[config.mk]
export PLATFORM = sky130hd
export DESIGN_NAME = cfg_port_decoder
export DESIGN_NICKNAME = d
export VERILOG_FILES = /design/src/rtl/cfgdec_pkg.sv /design/src/rtl/cfgdec_strap_sel.sv /design/src/rtl/cfgdec_base_reg.sv /design/src/rtl/cfgdec_port_match.sv /design/src/rtl/cfg_port_decoder.sv
export SDC_FILE = /design/constraint.sdc
export NUM_CORES = 1
export LEC_CHECK = 0
export ABC_CLOCK_PERIOD_IN_PS = 3200
export CAP_MARGIN = 30
export CELL_PAD_IN_SITES_DETAIL_PLACEMENT = 0
export CELL_PAD_IN_SITES_GLOBAL_PLACEMENT = 2
export CORE_MARGIN = 1.5
export CORE_UTILIZATION = 27
export CTS_CLUSTER_SIZE = 25
export DETAILED_ROUTE_END_ITERATION = 10
export PLACE_DENSITY = 0.84
export SLEW_MARGIN = 20
export SYNTH_ARGS = -nofsm -noshare
export SYNTH_HDL_FRONTEND = slang
export SYNTH_SLANG_ARGS = --single-unit
[constraint.sdc]
create_clock -name clk -period 3.2 [get_ports clk]
set_input_delay 0.64 -clock clk [delete_from_list [all_inputs] [get_ports clk]]
set_output_delay 0.64 -clock clk [all_outputs]
set_load 0.02 [all_outputs]
[src/rtl/cfgdec_pkg.sv]
// Package: shared constants and the strap-to-base table for the configuration
// port decoder. Assumes a 16-bit base built from two 8-bit register bytes.
package cfgdec_pkg;
    localparam int ADDR_W = 16;
    localparam int DATA_W = 8;
    localparam int IDX_W  = 8;
    localparam logic [IDX_W-1:0] IDX_BASE_LO = 8'h12;
    localparam logic [IDX_W-1:0] IDX_BASE_HI = 8'h13;

    typedef logic [ADDR_W-1:0] base_t;

    // Maps a strap code to its fixed power-up base address.
    function automatic base_t strap_base(input logic [1:0] code);
        case (code)
            2'b00:   return 16'h002E;
            2'b01:   return 16'h004E;
            2'b10:   return 16'h015C;
            default: return 16'h03F0;
        endcase
    endfunction
endpackage

[src/rtl/cfgdec_strap_sel.sv]
// Module: turns the strap pins into the default base address.
// Purely combinational. Assumes the strap pins are stable while reset is asserted.
module cfgdec_strap_sel
    import cfgdec_pkg::*;
(
    input  logic [1:0]        strap,
    output logic [ADDR_W-1:0] dflt_base
);
    // Table lookup for the default base.
    always_comb dflt_base = strap_base(strap);
endmodule

[src/rtl/cfgdec_base_reg.sv]
// Module: holds the committed base and the staged low byte.
// A low-byte write only updates the stage. A high-byte write commits the
// stage and the new high byte together. Assumes the write enables are
// already qualified by the configuration state and a data-port hit.
module cfgdec_base_reg
    import cfgdec_pkg::*;
#(
    parameter int AW = ADDR_W,
    parameter int DW = DATA_W
) (
    input  logic          clk,
    input  logic          rst_n,
    input  logic [AW-1:0] dflt_base,
    input  logic          wr_lo,
    input  logic          wr_hi,
    input  logic [DW-1:0] wdata,
    output logic [AW-1:0] base
);
    localparam logic [DW-1:0] EVEN_MASK = {{(DW-1){1'b1}}, 1'b0};

    logic [DW-1:0] staged_lo;

    // Staging register for the low byte. Bit 0 is dropped to keep the base even.
    always_ff @(posedge clk) begin
        if (!rst_n)     staged_lo <= dflt_base[DW-1:0] & EVEN_MASK;
        else if (wr_lo) staged_lo <= wdata & EVEN_MASK;
    end

    // Committed base. It changes only on a high-byte write.
    always_ff @(posedge clk) begin
        if (!rst_n)     base <= {dflt_base[AW-1:DW], dflt_base[DW-1:0] & EVEN_MASK};
        else if (wr_hi) base <= {wdata, staged_lo};
    end

    AST_LO_ONLY_STAGES: assert property (@(posedge clk) disable iff (!rst_n)
        (wr_lo && !wr_hi) |=> $stable(base));
    AST_HI_COMMITS: assert property (@(posedge clk) disable iff (!rst_n)
        wr_hi |=> base[AW-1:DW] == $past(wdata));
    AST_BASE_EVEN: assert property (@(posedge clk) disable iff (!rst_n)
        wr_hi |=> !base[0]);
endmodule

[src/rtl/cfgdec_port_match.sv]
// Module: compares one I/O access with the index and data port addresses.
// Combinational. Assumes the base is even, so base+1 cannot carry past bit 15.
module cfgdec_port_match
    import cfgdec_pkg::*;
#(
    parameter int AW = ADDR_W
) (
    input  logic [AW-1:0] base,
    input  logic [AW-1:0] io_addr,
    input  logic          strobe,
    output logic          index_hit,
    output logic          data_hit
);
    localparam logic [AW-1:0] ONE = {{(AW-1){1'b0}}, 1'b1};

    // Same-cycle address compare for both ports.
    always_comb begin
        index_hit = strobe && (io_addr == base);
        data_hit  = strobe && (io_addr == (base | ONE));
    end
endmodule

[src/rtl/cfg_port_decoder.sv]
// Module: top of the relocatable configuration port decoder.
// Gates the register accesses with the configuration state and the selected
// index, and drives the read-back mux. Assumes single-cycle I/O strobes.
module cfg_port_decoder
    import cfgdec_pkg::*;
(
    input  logic              clk,
    input  logic              rst_n,
    input  logic [1:0]        strap,
    input  logic              cfg_state,
    input  logic [IDX_W-1:0]  reg_idx,
    input  logic [ADDR_W-1:0] io_addr,
    input  logic [DATA_W-1:0] io_wdata,
    input  logic              io_wr,
    input  logic              io_rd,
    output logic              index_hit,
    output logic              data_hit,
    output logic [DATA_W-1:0] rd_data
);
    logic [ADDR_W-1:0] dflt_base;
    logic [ADDR_W-1:0] base;
    logic              reg_access;
    logic              wr_lo, wr_hi;

    cfgdec_strap_sel u_strap (
        .strap     (strap),
        .dflt_base (dflt_base)
    );

    cfgdec_port_match #(.AW(ADDR_W)) u_match (
        .base      (base),
        .io_addr   (io_addr),
        .strobe    (io_rd | io_wr),
        .index_hit (index_hit),
        .data_hit  (data_hit)
    );

    // A register access is a data-port access inside the configuration state.
    always_comb begin
        reg_access = data_hit && cfg_state;
        wr_lo      = reg_access && io_wr && (reg_idx == IDX_BASE_LO);
        wr_hi      = reg_access && io_wr && (reg_idx == IDX_BASE_HI);
    end

    cfgdec_base_reg #(.AW(ADDR_W), .DW(DATA_W)) u_base (
        .clk       (clk),
        .rst_n     (rst_n),
        .dflt_base (dflt_base),
        .wr_lo     (wr_lo),
        .wr_hi     (wr_hi),
        .wdata     (io_wdata),
        .base      (base)
    );

    // Read-back mux. It returns the committed bytes, or zero when not selected.
    always_comb begin
        rd_data = '0;
        if (reg_access && io_rd) begin
            if (reg_idx == IDX_BASE_LO)      rd_data = base[DATA_W-1:0];
            else if (reg_idx == IDX_BASE_HI) rd_data = base[ADDR_W-1:DATA_W];
        end
    end

    AST_HITS_EXCLUSIVE: assert property (@(posedge clk) disable iff (!rst_n)
        !(index_hit && data_hit));
    AST_NO_STROBE_NO_HIT: assert property (@(posedge clk) disable iff (!rst_n)
        !(io_rd || io_wr) |-> !(index_hit || data_hit));
    AST_IDX_PORT_EVEN: assert property (@(posedge clk) disable iff (!rst_n)
        index_hit |-> !io_addr[0]);
    AST_OUTSIDE_CFG_ZERO: assert property (@(posedge clk) disable iff (!rst_n)
        !cfg_state |-> rd_data == '0);
    AST_OUTSIDE_CFG_HOLD: assert property (@(posedge clk) disable iff (!rst_n)
        (rst_n && !cfg_state) |=> $stable(base));
endmodule

==> impl_metrics.json <==
{
  "io_pins": 49,
  "setup_tns_ns": 0,
  "vias": 1084,
  "fin_ws_ns": 0.139,
  "fin_crit_sh_pct": 95.7,
  "antenna_cells": 0,
  "worstHoldEndpoint": "u_base.base[1]$_DFFE_PP_",
  "ir_drop_v": 0.000124,
  "grt_overflow_total": 0,
  "cts_tree": "built",
  "reg2reg_from": "u_base.base[15]$_SDFFCE_PN0P_",
  "synth_warnings": 0,
  "grt_pass1_vias": 1116,
  "die_area_sq_um": 5380,
  "hold_path_class": "reg -> reg",
  "r2r_cells": 7,
  "worstReg2RegEnd": "u_base.staged_lo[5]$_DFFE_PP_",
  "avgRoutedWirePerCell_um": 12.0,
  "p_per_area_nw_per_um2": 331,
  "clockBufferDepth": 2,
  "die_h_um": 73.3,
  "drc": 0,
  "regToRegSetupSlack_ns": 0.96,
  "endpoint_kind": "output pin",
  "cts_buffers": 3,
  "clock_sinks": 22,
  "fin_cells": 248,
  "slowest_stage": "or4b_4",
  "drtIter0Drc": 20,
  "antenna_found_initial": 0,
  "h-tree-depth": 1,
  "hold_buffers": 0,
  "worstMarginPinSlew_ns": 0.387,
  "first_pass_iters": 4,
  "hold_depth": 2,
  "syn_inst": 124,
  "max_cap_viol_count": 0,
  "hold_path.startpoint": "u_base.staged_lo[1]$_DFFE_PP_",
  "syn_area_sq_um": 1340,
  "dp_slack_ns": -0.343,
  "post_cts_buffers": 0,
  "slew_headroom_pct": 74.0,
  "fin_nets": 225,
  "final_layout_size_suffix_gt1_share_pct": 20.4,
  "leakage_nw": 0.781,
  "skew_ns": 0.00296,
  "worstPathRequired_ns": 2.56,
  "start_kind": "input port",
  "path_class": "in -> out",
  "hpwlAfterDp_mm": 2.46,
  "fmax_mhz": 327,
  "viasPerCell": 4.37,
  "finalHoldViolCount": 0,
  "syn-num-nets": 167,
  "track_usage_pct": 11.4,
  "crit_fanout": 10,
  "area_growth_pct": 47.8,
  "ant_nets": 0,
  "status": "finished, final reports clean",
  "p_total_mw": 0.654,
  "arrival_ns": 2.42,
  "start_util_pct": 28.1,
  "place_congestion": 0.788,
  "ys_types": 28,
  "ys_ff_latch": 22,
  "grt_pass1_wl_mm": 4.80,
  "finalCoreUtilization_pct": 41.5,
  "rows": 25,
  "clk_pin_slew_ns": 0.07,
  "clock-root-buffer": "clkbuf_8",
  "seq_area_frac_synth_pct": 49.5,
  "crit_chain": "clkdlybuf4s50_1 > or4b_4 > nor4_4 > buf_6 > nand3_1 > nor3_1 > buf_2",
  "syn_avg_cell_area_sq_um": 10.8,
  "fin_crit_ns": 3.06,
  "dp_cells": 244,
  "core_area_sq_um": 4750,
  "die_x_um": 73.3,
  "setup_viol": 0,
  "clkLatencyLatePin_ns": 0.25,
  "slowest_delay_ns": 0.55,
  "wl_mm": 2.99,
  "slew_viol_final": 0,
  "grt_max_degree": 16,
  "rsz0062_at_grt": "false",
  "portBuffers": 48
}
-- synthesized netlist by cell type --
cell type / instances / share of area, %
nor4_4: 1 / 1.6
edfxtp_1: 22 / 49
or2_2: 2 / 0.94
nor4_1: 4 / 1.9
mux2_2: 7 / 5.9
nor3_2: 1 / 0.75
a21o_1: 2 / 1.1
nand4_1: 3 / 1.4
nor2_1: 4 / 1.1
buf_1: 2 / 0.56
and2_1: 5 / 2.3
inv_1: 8 / 2.2
xor2_1: 15 / 9.8
o21bai_1: 1 / 0.56
nor3_1: 8 / 3.0
a21oi_1: 5 / 1.9
clkbuf_1: 3 / 0.84
o41ai_2: 1 / 1.2
nand2b_1: 1 / 0.47
nand2_1: 11 / 3.1
nand2_2: 1 / 0.47
ha_1: 4 / 3.7
o21ai_0: 2 / 0.75
clkinv_1: 1 / 0.28
o21ai_1: 1 / 0.37
nor2b_1: 1 / 0.47
nand3_1: 7 / 2.6
or4b_4: 1 / 1.0
-- worst max path at each step --
stage	depth (start not counted)	slack (ns)	to	start
2_1_floorplan	4	0.33	u_base.base[10]$_SDFFCE_PN0P_	reg_idx[5]
3_3_place_gp	7	-0.27	rd_data[5]	reg_idx[5]
3_5_place_dp	7	-0.34	rd_data[6]	reg_idx[5]
4_1_cts	7	0.006	rd_data[6]	reg_idx[5]
5_1_grt	7	0.004	rd_data[6]	reg_idx[5]
6_report	7	0.14	rd_data[4]	reg_idx[5]
-- per-layer routing --
| metal | vias to the layer above | GRT usage (%) | part of all wire [%] |
|---|---|---|---|
| met5 | - | 0 | 0 |
| met4 | 0 | 4.12 | 2.0 |
| met3 | 6 | 1.78 | 7.0 |
| li1 | 552 | - | - |
| met1 | 484 | 13.6 | 42 |
| met2 | 42 | 20.8 | 49 |
-- critical path, delay by kind of cell --
family | cells | cell delay [ns]
and+or+nand+nor | 4 | 1.00
buffers and inverters | 3 | 0.77
-- sequential cells by signal (all words and copies together), names as in the netlist --
name              cells
u_base.staged_lo      7
u_base.base          15
-- metrics by stage --
stage	hold WS (ns)	cell area, sq um
floorplan	0.496	1340
global placement	0.508	1960
detailed placement	0.509	1960
CTS	0.526	2010
global route	0.559	1970
finish	0.526	1970
-- power by group --
part	total (mW)	internal [mW]	switching, mW	leakage [nW]
clock	0.161	0.0851	0.0763	0.0231
combinational	0.133	0.0785	0.0542	0.544
sequential	0.359	0.347	0.0123	0.214
-- cells in the final DEF (no fill, tap or decap), types with 3 or more instances in the layout --
cell / instances
nand4_1: 3
buf_4: 9
inv_1: 8
clkdlybuf4s50_1: 38
nor4_1: 3
buf_2: 8
nand3_1: 7
nor2_1: 4
nor3_1: 7
nand2_1: 11
edfxtp_1: 22
and2_1: 5
xor2_1: 15
a21oi_1: 5
ha_1: 4
mux2_2: 7
clkbuf_8: 3
-- repair_timing --
item | CTS | global route
setup endpoints to repair | 10 | 8
endpoints found under the hold margin | 0 | 0
gates resized for setup | 34 | 10
-- layout make-up --
class,count,area [sq um]
Clock buffer,3,41.3
Timing Repair Buffer,58,517
Multi-Input combinational cell,88,633
Clock inverter,1,3.75
Sequential cell,22,661
Inverter,9,33.8
Fill cell,485,2780
Tap cell,67,83.8
-- cells by family after synthesis --
| family | Yosys count | synth area share (%) |
|---|---|---|
| flops | 22 | 49.5 |
| mux | 7 | 5.90 |
| xor+xnor | 15 | 9.84 |
| compound gates | 12 | 5.90 |
| simple gates | 50 | 21.2 |
| buf+inv | 14 | 3.94 |
| fa+ha+maj | 4 | 3.75 |
Power figures use the tool's default switching activity.
